<file path="src/rtl/edid_pkg.sv">
// Shared types for the EDID fetch sequencer.
// Assumes: a two-bit result code that is visible at the top ports.
package edid_pkg;
    typedef enum logic [2:0] {
        S_IDLE, S_EXT, S_BLK, S_CHK, S_TQ, S_WCK, S_WRSP
    } seq_state_t;

    typedef enum logic [1:0] {
        RC_OK   = 2'd0,
        RC_XFER = 2'd1,
        RC_BAD0 = 2'd2,
        RC_BAD1 = 2'd3
    } res_code_t;
endpackage

</file>
<file path="src/rtl/edid_byte_ctr.sv">
// Byte index within one block.
// Clear returns the index to zero. Step advances it by one.
// Assumes: clear and step are never asserted together.
module edid_byte_ctr #(
    parameter int N_BYTES = 128,
    localparam int IDX_W  = $clog2(N_BYTES)
) (
    input  logic             clk,
    input  logic             rst_n,
    input  logic             clr,
    input  logic             step,
    output logic [IDX_W-1:0] idx,
    output logic             last
);
    localparam logic [IDX_W-1:0] LAST_IDX = IDX_W'(N_BYTES - 1);

    // index register: reset/clear to zero, advance on step
    always_ff @(posedge clk) begin
        if (!rst_n || clr) idx <= '0;
        else if (step)     idx <= idx + IDX_W'(1);
    end

    assign last = (idx == LAST_IDX);
endmodule

</file>
<file path="src/rtl/edid_sum_acc.sv">
// Modulo-256 running sum over one block. Also keeps the byte that was
// added while the last flag was high, which is the block's final byte.
// Assumes: clear and add are never asserted together.
module edid_sum_acc (
    input  logic       clk,
    input  logic       rst_n,
    input  logic       clr,
    input  logic       add,
    input  logic       last_in,
    input  logic [7:0] din,
    output logic [7:0] sum,
    output logic [7:0] tail,
    output logic       zero
);
    // wrapping accumulator
    always_ff @(posedge clk) begin
        if (!rst_n || clr) sum <= '0;
        else if (add)      sum <= sum + din;
    end

    // capture of the block's final byte
    always_ff @(posedge clk) begin
        if (!rst_n)             tail <= '0;
        else if (add && last_in) tail <= din;
    end

    assign zero = (sum == 8'd0);
endmodule

</file>
<file path="src/rtl/edid_fetch_seq.sv">
// EDID fetch sequencer.
// Reads the extension count, then one or two blocks, checking each block's
// sum. It then answers the sink's test request with a checksum write-back.
// Assumes: request/ack handshakes, with one outstanding request per port.
module edid_fetch_seq #(
    parameter logic [6:0] DEV_ADDR  = 7'h50,
    parameter int         BLK_BYTES = 128,
    parameter int         EXT_OFF   = 126,
    parameter int         RA_W      = 20,
    parameter logic [RA_W-1:0] TREQ_ADDR = 20'h00218,
    parameter logic [RA_W-1:0] TCK_ADDR  = 20'h00261,
    parameter logic [RA_W-1:0] TRSP_ADDR = 20'h00260,
    parameter int         TREQ_BIT  = 2,
    parameter logic [7:0] TRSP_CODE = 8'h04,
    localparam int IDX_W = $clog2(BLK_BYTES),
    localparam int OFF_W = IDX_W + 1
) (
    input  logic             clk,
    input  logic             rst_n,
    input  logic             start_i,
    output logic             busy_o,
    output logic             done_o,
    output logic             pass_o,
    output logic             fail_o,
    output logic [1:0]       code_o,
    output logic             rd_req_o,
    output logic [6:0]       rd_dev_o,
    output logic [OFF_W-1:0] rd_off_o,
    input  logic             rd_ack_i,
    input  logic             rd_err_i,
    input  logic [7:0]       rd_data_i,
    output logic             reg_req_o,
    output logic             reg_we_o,
    output logic [RA_W-1:0]  reg_addr_o,
    output logic [7:0]       reg_wdata_o,
    input  logic             reg_ack_i,
    input  logic             reg_err_i,
    input  logic [7:0]       reg_rdata_i
);
    import edid_pkg::*;

    localparam logic [OFF_W-1:0] EXT_OFFSET = OFF_W'(EXT_OFF);

    seq_state_t       state, nxt_state;
    res_code_t        code_q, fin_code;
    logic             blk1_q, ext_q, res_vld_q;
    logic             fin, blk_start, rd_fire, reg_fire, step;
    logic [IDX_W-1:0] idx;
    logic             idx_last, sum_zero;
    logic [7:0]       sum, tail;

    assign rd_fire  = rd_req_o && rd_ack_i;
    assign reg_fire = reg_req_o && reg_ack_i;
    assign step     = (state == S_BLK) && rd_fire && !rd_err_i;

    edid_byte_ctr #(.N_BYTES(BLK_BYTES)) u_ctr (
        .clk(clk), .rst_n(rst_n), .clr(blk_start), .step(step),
        .idx(idx), .last(idx_last)
    );

    edid_sum_acc u_sum (
        .clk(clk), .rst_n(rst_n), .clr(blk_start), .add(step),
        .last_in(idx_last), .din(rd_data_i),
        .sum(sum), .tail(tail), .zero(sum_zero)
    );

    // request outputs decoded from the current state
    always_comb begin
        rd_req_o    = (state == S_EXT) || (state == S_BLK);
        rd_dev_o    = DEV_ADDR;
        rd_off_o    = (state == S_EXT) ? EXT_OFFSET : {blk1_q, idx};
        reg_req_o   = (state == S_TQ) || (state == S_WCK) || (state == S_WRSP);
        reg_we_o    = (state == S_WCK) || (state == S_WRSP);
        reg_addr_o  = (state == S_WCK) ? TCK_ADDR :
                      (state == S_WRSP) ? TRSP_ADDR : TREQ_ADDR;
        reg_wdata_o = (state == S_WCK) ? tail :
                      (state == S_WRSP) ? TRSP_CODE : 8'd0;
    end

    // next-state, finish and block-start decisions
    always_comb begin
        nxt_state = state;
        fin       = 1'b0;
        fin_code  = RC_OK;
        blk_start = 1'b0;
        case (state)
            S_IDLE: if (start_i) nxt_state = S_EXT;
            S_EXT: if (rd_fire) begin
                if (rd_err_i) begin fin = 1'b1; fin_code = RC_XFER; end
                else begin blk_start = 1'b1; nxt_state = S_BLK; end
            end
            S_BLK: if (rd_fire) begin
                if (rd_err_i)      begin fin = 1'b1; fin_code = RC_XFER; end
                else if (idx_last) nxt_state = S_CHK;
            end
            S_CHK: begin
                if (!sum_zero) begin
                    fin = 1'b1;
                    fin_code = blk1_q ? RC_BAD1 : RC_BAD0;
                end else if (ext_q && !blk1_q) begin
                    blk_start = 1'b1;
                    nxt_state = S_BLK;
                end else nxt_state = S_TQ;
            end
            S_TQ: if (reg_fire) begin
                if (reg_err_i)                  begin fin = 1'b1; fin_code = RC_XFER; end
                else if (reg_rdata_i[TREQ_BIT]) nxt_state = S_WCK;
                else                            fin = 1'b1;
            end
            S_WCK: if (reg_fire) begin
                if (reg_err_i) begin fin = 1'b1; fin_code = RC_XFER; end
                else nxt_state = S_WRSP;
            end
            S_WRSP: if (reg_fire) begin
                fin = 1'b1;
                fin_code = reg_err_i ? RC_XFER : RC_OK;
            end
            default: nxt_state = S_IDLE;
        endcase
        if (fin) nxt_state = S_IDLE;
    end

    // sequencer state, block selector, extension flag and held result
    always_ff @(posedge clk) begin
        if (!rst_n) begin
            state     <= S_IDLE;
            blk1_q    <= 1'b0;
            ext_q     <= 1'b0;
            done_o    <= 1'b0;
            res_vld_q <= 1'b0;
            code_q    <= RC_OK;
        end else begin
            state  <= nxt_state;
            done_o <= fin;
            if (state == S_IDLE && start_i) begin
                res_vld_q <= 1'b0;
                code_q    <= RC_OK;
            end
            if (state == S_EXT && rd_fire) begin
                ext_q  <= (rd_data_i != 8'd0);
                blk1_q <= 1'b0;
            end
            if (state == S_CHK && blk_start) blk1_q <= 1'b1;
            if (fin) begin
                res_vld_q <= 1'b1;
                code_q    <= fin_code;
            end
        end
    end

    assign busy_o = (state != S_IDLE);
    assign code_o = code_q;
    assign pass_o = res_vld_q && (code_q == RC_OK);
    assign fail_o = res_vld_q && (code_q != RC_OK);
endmodule

</file>
<file path="config.mk">
export PLATFORM = sky130hd
export DESIGN_NAME = edid_fetch_seq
export DESIGN_NICKNAME = d
export VERILOG_FILES = /design/src/rtl/edid_pkg.sv /design/src/rtl/edid_byte_ctr.sv /design/src/rtl/edid_sum_acc.sv /design/src/rtl/edid_fetch_seq.sv
export SDC_FILE = /design/constraint.sdc
export NUM_CORES = 1
export LEC_CHECK = 0
export BUFFER_PORTS_ARGS = -buffer_cell sky130_fd_sc_hd__buf_4
export CAP_MARGIN = 5
export CORE_MARGIN = 1.5
export CORE_UTILIZATION = 42
export DETAILED_ROUTE_END_ITERATION = 12
export PLACE_DENSITY = 0.77
export SLEW_MARGIN = 15
export SYNTH_ARGS = -nofsm -noshare
export SYNTH_HDL_FRONTEND = slang
export SYNTH_SLANG_ARGS = --single-unit
</file>
<file path="constraint.sdc">
create_clock -name clk -period 3.3 [get_ports clk]
set_input_delay 0.33 -clock clk [delete_from_list [all_inputs] [get_ports clk]]
set_output_delay 0.33 -clock clk [all_outputs]
set_load 0.05 [all_outputs]
</file>
==> flow_summary_export.csv, run 1 <==
group,metric,value,unit
outcome,status,"complete, no violations",
timing,min_period_over_period,69.31,%
place,placed_area,2372,um2
power,p_seq_share,31.9,%
critical_path,required,3510,ps
place,io_buffers,45,
drt,wl_met3,261,um
critical_path,cp_data_arrival_time,2500,ps
logic_synthesis,synth.most_common_cell,"dfxtp_1",
drt,drtPass1Iterations,4,
global_route,track_usage,17.84,%
logic_synthesis,synth.distinct_cells,47,
hold_path,hold_path_end,"u_sum.tail[3]",
finish,antennaDiodeCount,0,
global_route,grt_max_degree,18,
timing,slew_violations,0,
power,pwr-share-comb,46.6,%
logic_synthesis,yosys_warnings,0,
drt,finalWirelength,4480,um
logic_synthesis,synthCells,257,
logic_synthesis,synth_area_leaders,"dfxtp_1, buf_4, ha_1, nor2b_1, a21oi_1",
critical_path,startpoint_type,"register",
clocking,max-clock-path-buffers,2,
clocking,clock_latency,280,ps
finish,fin_util,51.84,%
critical_path,r2r_start,"state[1]",
finish,drive_gt1_share,21.33,%
logic_synthesis,synth_commonest_cells,"dfxtp_1, buf_4, nand2_1",
critical_path,timing.rr.end,"u_sum.sum[7]",
global_route,overflow,0,
power,leakage,1.066,nW
place,gp_congestion,0.8528,
drt,via_per_inst,4.921,
global_route,grt_first_pass_wirelength,7452,um
clocking,clk_pin_slew,70,ps
clocking,cts_buffers,5,
drt,top_layer,"met4",
global_route,antenna_found_initial,0,
global_route,grt_pass1_vias,1667,
critical_path,cp_max_fo,13,
logic_synthesis,netlist_area,2078,um2
power,powerDensity,584.8,nW/um2
drt,ant_nets,0,
critical_path,reg2reg_setup_slack,1010,ps
die,die_area,5379,um2
hold_path,min-delay-path-class,"in2reg",
logic_synthesis,synth-async-reset-ratio,0,%
clocking,root_buffer,"clkbuf_8",
drt,m1WireLength,2035,um
logic_synthesis,synth-seq-cells,32,
place,hpwl,3388,um
clocking,postCtsSetupBuffers,0,
power,clockPowerShare,21.5,%
timing,tns,0,ps
place,pre_cts_ws,1039,ps
timing,tightestPinTransition,653.3,ps
flow_run,max_cap_viol_count,0,
timing,min_period,2287,ps
drt,drtIter0Drc,137,
critical_path,endpoint_kind,"register",
timing,finalSetupViolCount,0,
power,power_switching,0.6475,mW
clocking,ctsHtreeMaxLevel,2,
clocking,cts_resized,0,
critical_path,r2r_cells,5,
power,p_int,0.7939,mW
power,ir_drop,0.0002572,V
finish,final_area,2465,um2
clocking,cts.sinks,32,
die,fp.dieW,73.35,um
logic_synthesis,synth_flop_cell,"dfxtp_1",
logic_synthesis,ys_seq_area_share,30.82,%
timing,fin_ws,1013,ps
timing,hold_ws,333.5,ps
logic_synthesis,synth_edf_count,0,
die,dieHeight,73.35,um
timing,rsz0062_at_grt,"false",
critical_path,worstSetupPathType,"reg2reg",
clocking,ctsHoldBuffers,0,
die,core.rowCount,25,
die,coreArea,4755,um2
timing,relSlewSlack,56.31,%
timing,hold_viol_final,0,
finish,fin_nets,331,
place,dp.cells,359,
drt,routedWlPerCell,12.21,um
logic_synthesis,synth.top_cell.area_share,30.82,%
logic_synthesis,syn_area_per_cell,8.087,um2
timing,finClkSkew,3.785,ps
drt,vias,1806,
finish,final_cells,367,
finish,final-seq-area,640.6,um2
finish,area_delta_synth_final,18.60,%
finish,multi_input_area,1257,um2
hold_path,min_path_cells,3,
hold_path,hold_start,"rd_data_i[3]",
die,ios,75,
logic_synthesis,synth_top_area_cell,"dfxtp_1",
drt,drc,0,
power,swShare,44.92,%
drt,route.met2.wl,2114,um
die,initial_core_util,43.71,%
timing,timing.fmax,0.4372,GHz
finish,nFillCells,485,
power,power.total,1.441,mW
clocking,cts_tree,"done",
==> registers in the layout (all words and copies together), names as in the netlist <==
name        count
u_sum.sum       8
u_sum.tail      8
u_ctr.idx       7
state           3
code_o          2
blk1_q          1
done_o          1
ext_q           1
res_vld_q       1
==> worst max-delay path: stages (launching register included) <==
cell,delay [ps]
dfxtp_1,630
nand2b_4,90
or3_1,560
or4_1,610
a21o_1,210
a21oi_2,120
==> worst max path at each step <==
stage | endpoint | depth (start not counted) | from | slack, ps
CTS | u_sum.sum[7] | 5 | state[1] | 1030
detailed placement | u_sum.sum[7] | 5 | state[1] | 1040
global placement | u_sum.sum[7] | 5 | state[1] | 1110
floorplan | reg_addr_o[4] | 5 | state[1] | 1000
global route | u_sum.sum[7] | 5 | state[1] | 920
finish | u_sum.sum[7] | 5 | state[1] | 1010
==> per-layer routing <==
layer | vias to the layer above | track usage (%)
met5 | - | 0
met4 | 0 | 5.761
met1 | 818 | 22.12
met2 | 59 | 30.10
li1 | 922 | -
met3 | 7 | 4.664
==> layout make-up <==
cell class	count	share of cell area [%]
clock buffer	6	3.350
clock inverter	2	0.4061
inverter	10	1.523
multi-input combinational	203	51.02
sequential	32	25.99
tap	67	3.401
timing repair buffer	47	14.31
==> cells in the final DEF (no fill, tap or decap), types with 4 or more instances in the layout <==
cell / instances
nor2_1: 17
nor2b_1: 15
conb_1: 22
xor2_1: 5
or2_2: 6
nand2b_1: 5
buf_4: 47
nand2_1: 19
ha_1: 8
nand3_1: 8
o21ai_0: 9
clkbuf_8: 6
a31oi_1: 4
nand4_1: 5
mux2i_1: 9
inv_1: 10
dfxtp_1: 32
and2_1: 10
a21oi_1: 18
==> cell families (layout without fill, tap and decap cells) <==
family          after synthesis  after routing  synth area share (%)
simple gates                111            111                 30.22
compound gates               44             44                 12.82
buf+inv                      42             65                 12.28
flops                        32             32                 30.82
fa+ha+maj                     9              9                 5.780
mux                           9              9                 4.335
xor+xnor                      8              8                 3.372
other cells                   2             22                0.3614
==> power groups by stage <==
stage | Clock, mW | Combinational [mW] | Sequential, mW
2_1_floorplan | 0 | 0.547 | 0.444
3_3_place_gp | 0 | 0.666 | 0.464
3_5_place_dp | 0 | 0.674 | 0.467
4_1_cts | 0.317 | 0.675 | 0.458
5_1_grt | 0.333 | 0.725 | 0.464
6_report | 0.311 | 0.672 | 0.459
No activity file was read; power rests on OpenSTA's default activity.
==> run 2: changes to the inputs <==
clock period = 2.2 ns   (was 3.3 ns; I/O delays follow)
==> run 2 against run 1 <==
Net effect:
- clock power is 33% higher
- core utilization grew 0.47 points
- register-to-register slack got worse by 890 ps
- total power up 49%
- die area stayed put
- count of clock-buffer cells in the layout stayed put
- critical path depth rose by 3
- non-clock buffer count grew 4
- sequential power up 40%
- critical endpoint is now u_sum.sum[6]
- largest cell class unchanged
- largest power group unchanged
==> flow_summary_export.csv, run 2 (synthesis results as in run 1) <==
group,metric,value,unit
hold_path,min_path_cells,3,
finish,fin_util,52.32,%
finish,mostFrequentLayoutCells,"buf_4, dfxtp_1, conb_1",
finish,layout_commonest_cell,"buf_4",
finish,nFillCells,483,
power,leakage,1.074,nW
power,ir_drop,0.0003651,V
drt,drtPass1Iterations,4,
clocking,ctsHoldBuffers,0,
global_route,grt_first_pass_wirelength,7417,um
timing,rsz0062_at_grt,"false",
die,initial_core_util,43.71,%
drt,via_per_inst,5.059,
power,power.total,2.142,mW
die,dieHeight,73.35,um
clocking,postCtsSetupBuffers,0,
clocking,cts_tree,"done",
finish,multi_input_area,1264,um2
critical_path,endpoint_kind,"register",
hold_path,hold_path_end,"u_sum.tail[7]",
timing,min_period_over_period,94.43,%
critical_path,timing.rr.end,"u_sum.sum[6]",
clocking,cts_buffers,5,
power,swShare,44.96,%
critical_path,r2r_start,"u_sum.sum[0]",
finish,reg.largest.list,"u_sum.sum (8), u_sum.tail (8), u_ctr.idx (7)",
global_route,overflow,0,
die,fp.dieW,73.35,um
clocking,root_buffer,"clkbuf_8",
critical_path,worstSetupPathType,"reg2reg",
finish,fin_nets,335,
flow_run,max_cap_viol_count,0,
timing,timing.fmax,0.4814,GHz
drt,routedWlPerCell,12.27,um
finish,drive_gt1_share,22.77,%
die,ios,75,
critical_path,cp_data_arrival_time,2290,ps
timing,slew_violations,0,
timing,hold_viol_final,0,
power,clockPowerShare,19.3,%
critical_path,cp_max_fo,3,
place,dp.cells,363,
place,hpwl,3440,um
drt,finalWirelength,4539,um
clocking,clk_pin_slew,70,ps
die,coreArea,4755,um2
finish,final_area,2487,um2
hold_path,min-delay-path-class,"in2reg",
drt,vias,1872,
finish,final-seq-area,641.9,um2
clocking,cts.sinks,32,
finish,antennaDiodeCount,0,
clocking,ctsHtreeMaxLevel,2,
power,p_int,1.179,mW
clocking,max-clock-path-buffers,2,
critical_path,required,2410,ps
clocking,cts_resized,0,
power,pwr-share-comb,50.7,%
timing,min_period,2077,ps
power,powerDensity,861.3,nW/um2
critical_path,reg2reg_setup_slack,120,ps
global_route,grt_max_degree,18,
place,gp_congestion,0.8617,
place,io_buffers,45,
timing,finalSetupViolCount,0,
die,core.rowCount,25,
drt,ant_nets,0,
global_route,grt_pass1_vias,1647,
critical_path,slowest_stage,"or4b_1",
drt,drtIter0Drc,84,
critical_path,startpoint_type,"register",
outcome,status,"complete, no violations",
drt,drc,0,
timing,finClkSkew,11.26,ps
global_route,track_usage,17.66,%
critical_path,worstPathCellList,"ha_2, inv_1, fa_1, nand2b_1, a21oi_2, nor2_1, or4b_1, a31oi_1",
die,die_area,5379,um2
hold_path,hold_start,"rd_data_i[7]",
critical_path,cp_slowest_stage_delay,510,ps
critical_path,r2r_cells,8,
place,placed_area,2402,um2
global_route,antenna_found_initial,0,
power,p_seq_share,30.0,%
power,power_switching,0.9632,mW
timing,tns,0,ps
finish,final_cells,370,
finish,area_delta_synth_final,19.69,%
clocking,clock_latency,280,ps
-- run 2: worst max-delay path by stage --
| stage | start | endpoint |
|---|---|---|
| floorplan | state[1] | reg_addr_o[4] |
| global placement | u_sum.sum[0] | u_sum.sum[6] |
| detailed placement | u_sum.sum[0] | u_sum.sum[6] |
| CTS | u_sum.sum[0] | u_sum.sum[6] |
| global route | u_sum.sum[0] | u_sum.sum[6] |
| finish | u_sum.sum[0] | u_sum.sum[6] |
-- run 2: critical path, delay by kind of cell, from the launching register on --
| family | cells | cell delay [ps] |
|---|---|---|
| AO/OA/AOI/OAI | 2 | 280 |
| adder cells (fa/ha/maj) | 2 | 560 |
| buffers and inverters | 1 | 50 |
| flip-flops | 1 | 340 |
| AND/OR/NAND/NOR | 3 | 780 |
-- run 2: final cells by class --
class / count / area share, %
Clock buffer: 6 / 2.917
Clock inverter: 1 / 0.2012
Inverter: 10 / 1.509
Multi-Input combinational cell: 203 / 50.80
Sequential cell: 32 / 25.80
Tap cell: 67 / 3.370
Timing Repair Buffer: 51 / 15.39
-- run 2: power by group through the flow --
stage | combinational (mW) | sequential (mW) | clock (mW)
after global placement | 1.07 | 0.652 | 0
after floorplan | 0.821 | 0.665 | 0
after detailed placement | 1.08 | 0.654 | 0
after global routing | 1.17 | 0.645 | 0.457
after CTS | 1.09 | 0.641 | 0.426
final | 1.09 | 0.642 | 0.414
-- run 2: stage by stage --
stage	hold WS, ps	setup WS [ps]
after floorplan	352.7	13.54
after global placement	460.7	160.6
after detailed placement	464.0	96.83
after CTS	219.3	75.86
after global routing	222.9	38.83
final	221.1	122.6
-- run 2: layer usage --
metal	up-vias	GRT usage (%)	routed length, um
met1	874	21.78	2012
met2	59	30.10	2162
met3	8	3.841	286
met4	0	6.584	77
li1	931	-	-
met5	-	0	0
==> run 3: changes to the inputs <==
PLACE_DENSITY = 0.75   (was 0.77)
==> run 3 against run 2 <==
Net effect:
- critical path depth did not move
- clock skew fell by 8.6 ps
- count of clock-buffer cells in the layout rose by 1
- critical endpoint unchanged
- largest power group unchanged
==> flow_summary_export.csv, run 3 (synthesis results as in run 1) <==
group,metric,value,unit
outcome,status,"complete, no violations",
die,die_area,5379,um2
clocking,clock_latency,280,ps
clocking,clk_pin_slew,60,ps
power,clockPowerShare,21.9,%
power,leakage,1.099,nW
timing,min_period,2074,ps
finish,antennaDiodeCount,0,
timing,relSlewSlack,64.09,%
finish,multi_input_area,1274,um2
power,ir_drop,0.0003543,V
critical_path,worstSetupPathType,"reg2reg",
critical_path,path_buf_inv,1,
clocking,root_buffer,"clkbuf_8",
critical_path,critPathLaunch,"u_sum.sum[0]",
timing,rsz0062_at_grt,"false",
clocking,postCtsSetupBuffers,0,
power,powerDensity,877.1,nW/um2
finish,fin_nets,336,
power,p_int,1.245,mW
place,dp.cells,364,
clocking,cts_resized,0,
critical_path,timing.rr.end,"u_sum.sum[6]",
place,placed_area,2410,um2
critical_path,critPathTopFamily,"simple AND/OR/NAND/NOR gates",
finish,final_cells,371,
place,hpwl,3393,um
critical_path,crit_path_end,"u_sum.sum[6]",
critical_path,cp_data_arrival_time,2280,ps
critical_path,startpoint_type,"register",
timing,hold_viol_final,0,
power,power_switching,0.9677,mW
drt,drtPass1Iterations,4,
die,fp.dieW,73.35,um
drt,routedWlPerCell,11.83,um
finish,mostFrequentLayoutCells,"buf_4, dfxtp_1, conb_1",
hold_path,min-delay-path-class,"in2reg",
die,ios,75,
timing,finalSetupViolCount,0,
clocking,max-clock-path-buffers,2,
critical_path,cp.depth,8,
critical_path,slowest_stage,"or4b_1",
global_route,antenna_found_initial,0,
critical_path,worstPathCellList,"ha_2, inv_1, fa_2, nand2b_4, a21oi_2, nor2_1, or4b_1, a31oi_1",
global_route,grt_max_degree,16,
global_route,grt_first_pass_wirelength,7383,um
finish,nFillCells,483,
clocking,ctsHtreeMaxLevel,2,
critical_path,endpoint_kind,"register",
clocking,cts.sinks,32,
die,core.rowCount,25,
critical_path,cp_max_fo,3,
power,pwr-share-comb,48.3,%
finish,final-seq-area,640.6,um2
finish,reg.largest.list,"u_sum.sum (8), u_sum.tail (8), u_ctr.idx (7)",
power,p_seq_share,29.8,%
drt,via_per_inst,4.984,
die,dieHeight,73.35,um
flow_run,max_cap_viol_count,0,
drt,finalWirelength,4388,um
critical_path,r2r_cells,8,
power,swShare,43.74,%
drt,drtIter0Drc,106,
global_route,grt_pass1_vias,1709,
place,gp_congestion,0.8696,
timing,tightestPinTransition,537.6,ps
place,io_buffers,45,
die,coreArea,4755,um2
timing,tns,0,ps
critical_path,cp_slowest_stage_delay,510,ps
clocking,cts_buffers,5,
die,initial_core_util,43.71,%
global_route,track_usage,17.40,%
clocking,ctsHoldBuffers,0,
finish,drive_gt1_share,23.68,%
finish,area_delta_synth_final,21.37,%
drt,ant_nets,0,
drt,vias,1849,
clocking,cts_tree,"done",
critical_path,reg2reg_setup_slack,130,ps
global_route,overflow,0,
finish,final_area,2522,um2
drt,drc,0,
timing,min_period_over_period,94.25,%
critical_path,required,2410,ps
finish,layout_commonest_cell,"buf_4",
critical_path,r2r_start,"u_sum.sum[0]",
timing,finClkSkew,2.640,ps
timing,slew_violations,0,
timing,timing.fmax,0.4823,GHz
[run 3: cell types whose count changed in the layout (fill, tap and decap cells not counted), sizes merged]
| cell | before | now |
|---|---|---|
| clkbuf | 6 | 7 |
| buf | 51 | 52 |
| clkinv | 1 | 0 |
[run 3: area by class of cell]
type                    instances  area share [%]
multi-input cells             203           50.50
flip-flops and latches         32           25.40
repair buffers                 52           15.48
clock buffers                   7           3.819
well taps                      67           3.323
inverters                      10           1.488
[run 3: power by group through the flow]
stage	Combinational, mW	Clock (mW)	Sequential, mW
6_report	1.07	0.485	0.658
5_1_grt	1.15	0.524	0.662
4_1_cts	1.07	0.496	0.658
3_5_place_dp	1.07	0	0.670
3_3_place_gp	1.05	0	0.669
2_1_floorplan	0.821	0	0.665
[run 3: worst min-delay path: stages]
cell and delay, ps:
buf_4 100, mux2i_1 60, nor2b_1 90
[run 3: stage by stage]
step	hold WS, ps	util (%)	setup slack, ps	total power [mW]
final	223.5	53.05	126.4	2.212
after detailed placement	469.6	50.68	54.56	1.737
after CTS	221.3	52.71	24.22	2.222
after floorplan	352.7	-	13.54	1.486
after global routing	229.9	53.05	20.29	2.337
after global placement	461.5	50.68	155.1	1.722
[run 3: per-layer routing]
layer / GRT usage, % / up-vias / routed length, um
met4: 4.938 / 0 / 42
met3: 4.527 / 5 / 254
met2: 30.10 / 52 / 2073
met1: 21.28 / 852 / 2018
li1: - / 940 / -
met5: 0 / - / 0
[run 3: how the worst min path moves through the flow]
stage / startpoint / endpoint / cells after the start
after floorplan: rst_n / code_o[1] / 1
after global placement: u_sum.sum[0] / u_sum.sum[0] / 2
after detailed placement: res_vld_q / res_vld_q / 2
after CTS: rd_data_i[0] / u_sum.tail[0] / 3
after global routing: rd_data_i[2] / u_sum.tail[2] / 3
final: rd_data_i[2] / u_sum.tail[2] / 3
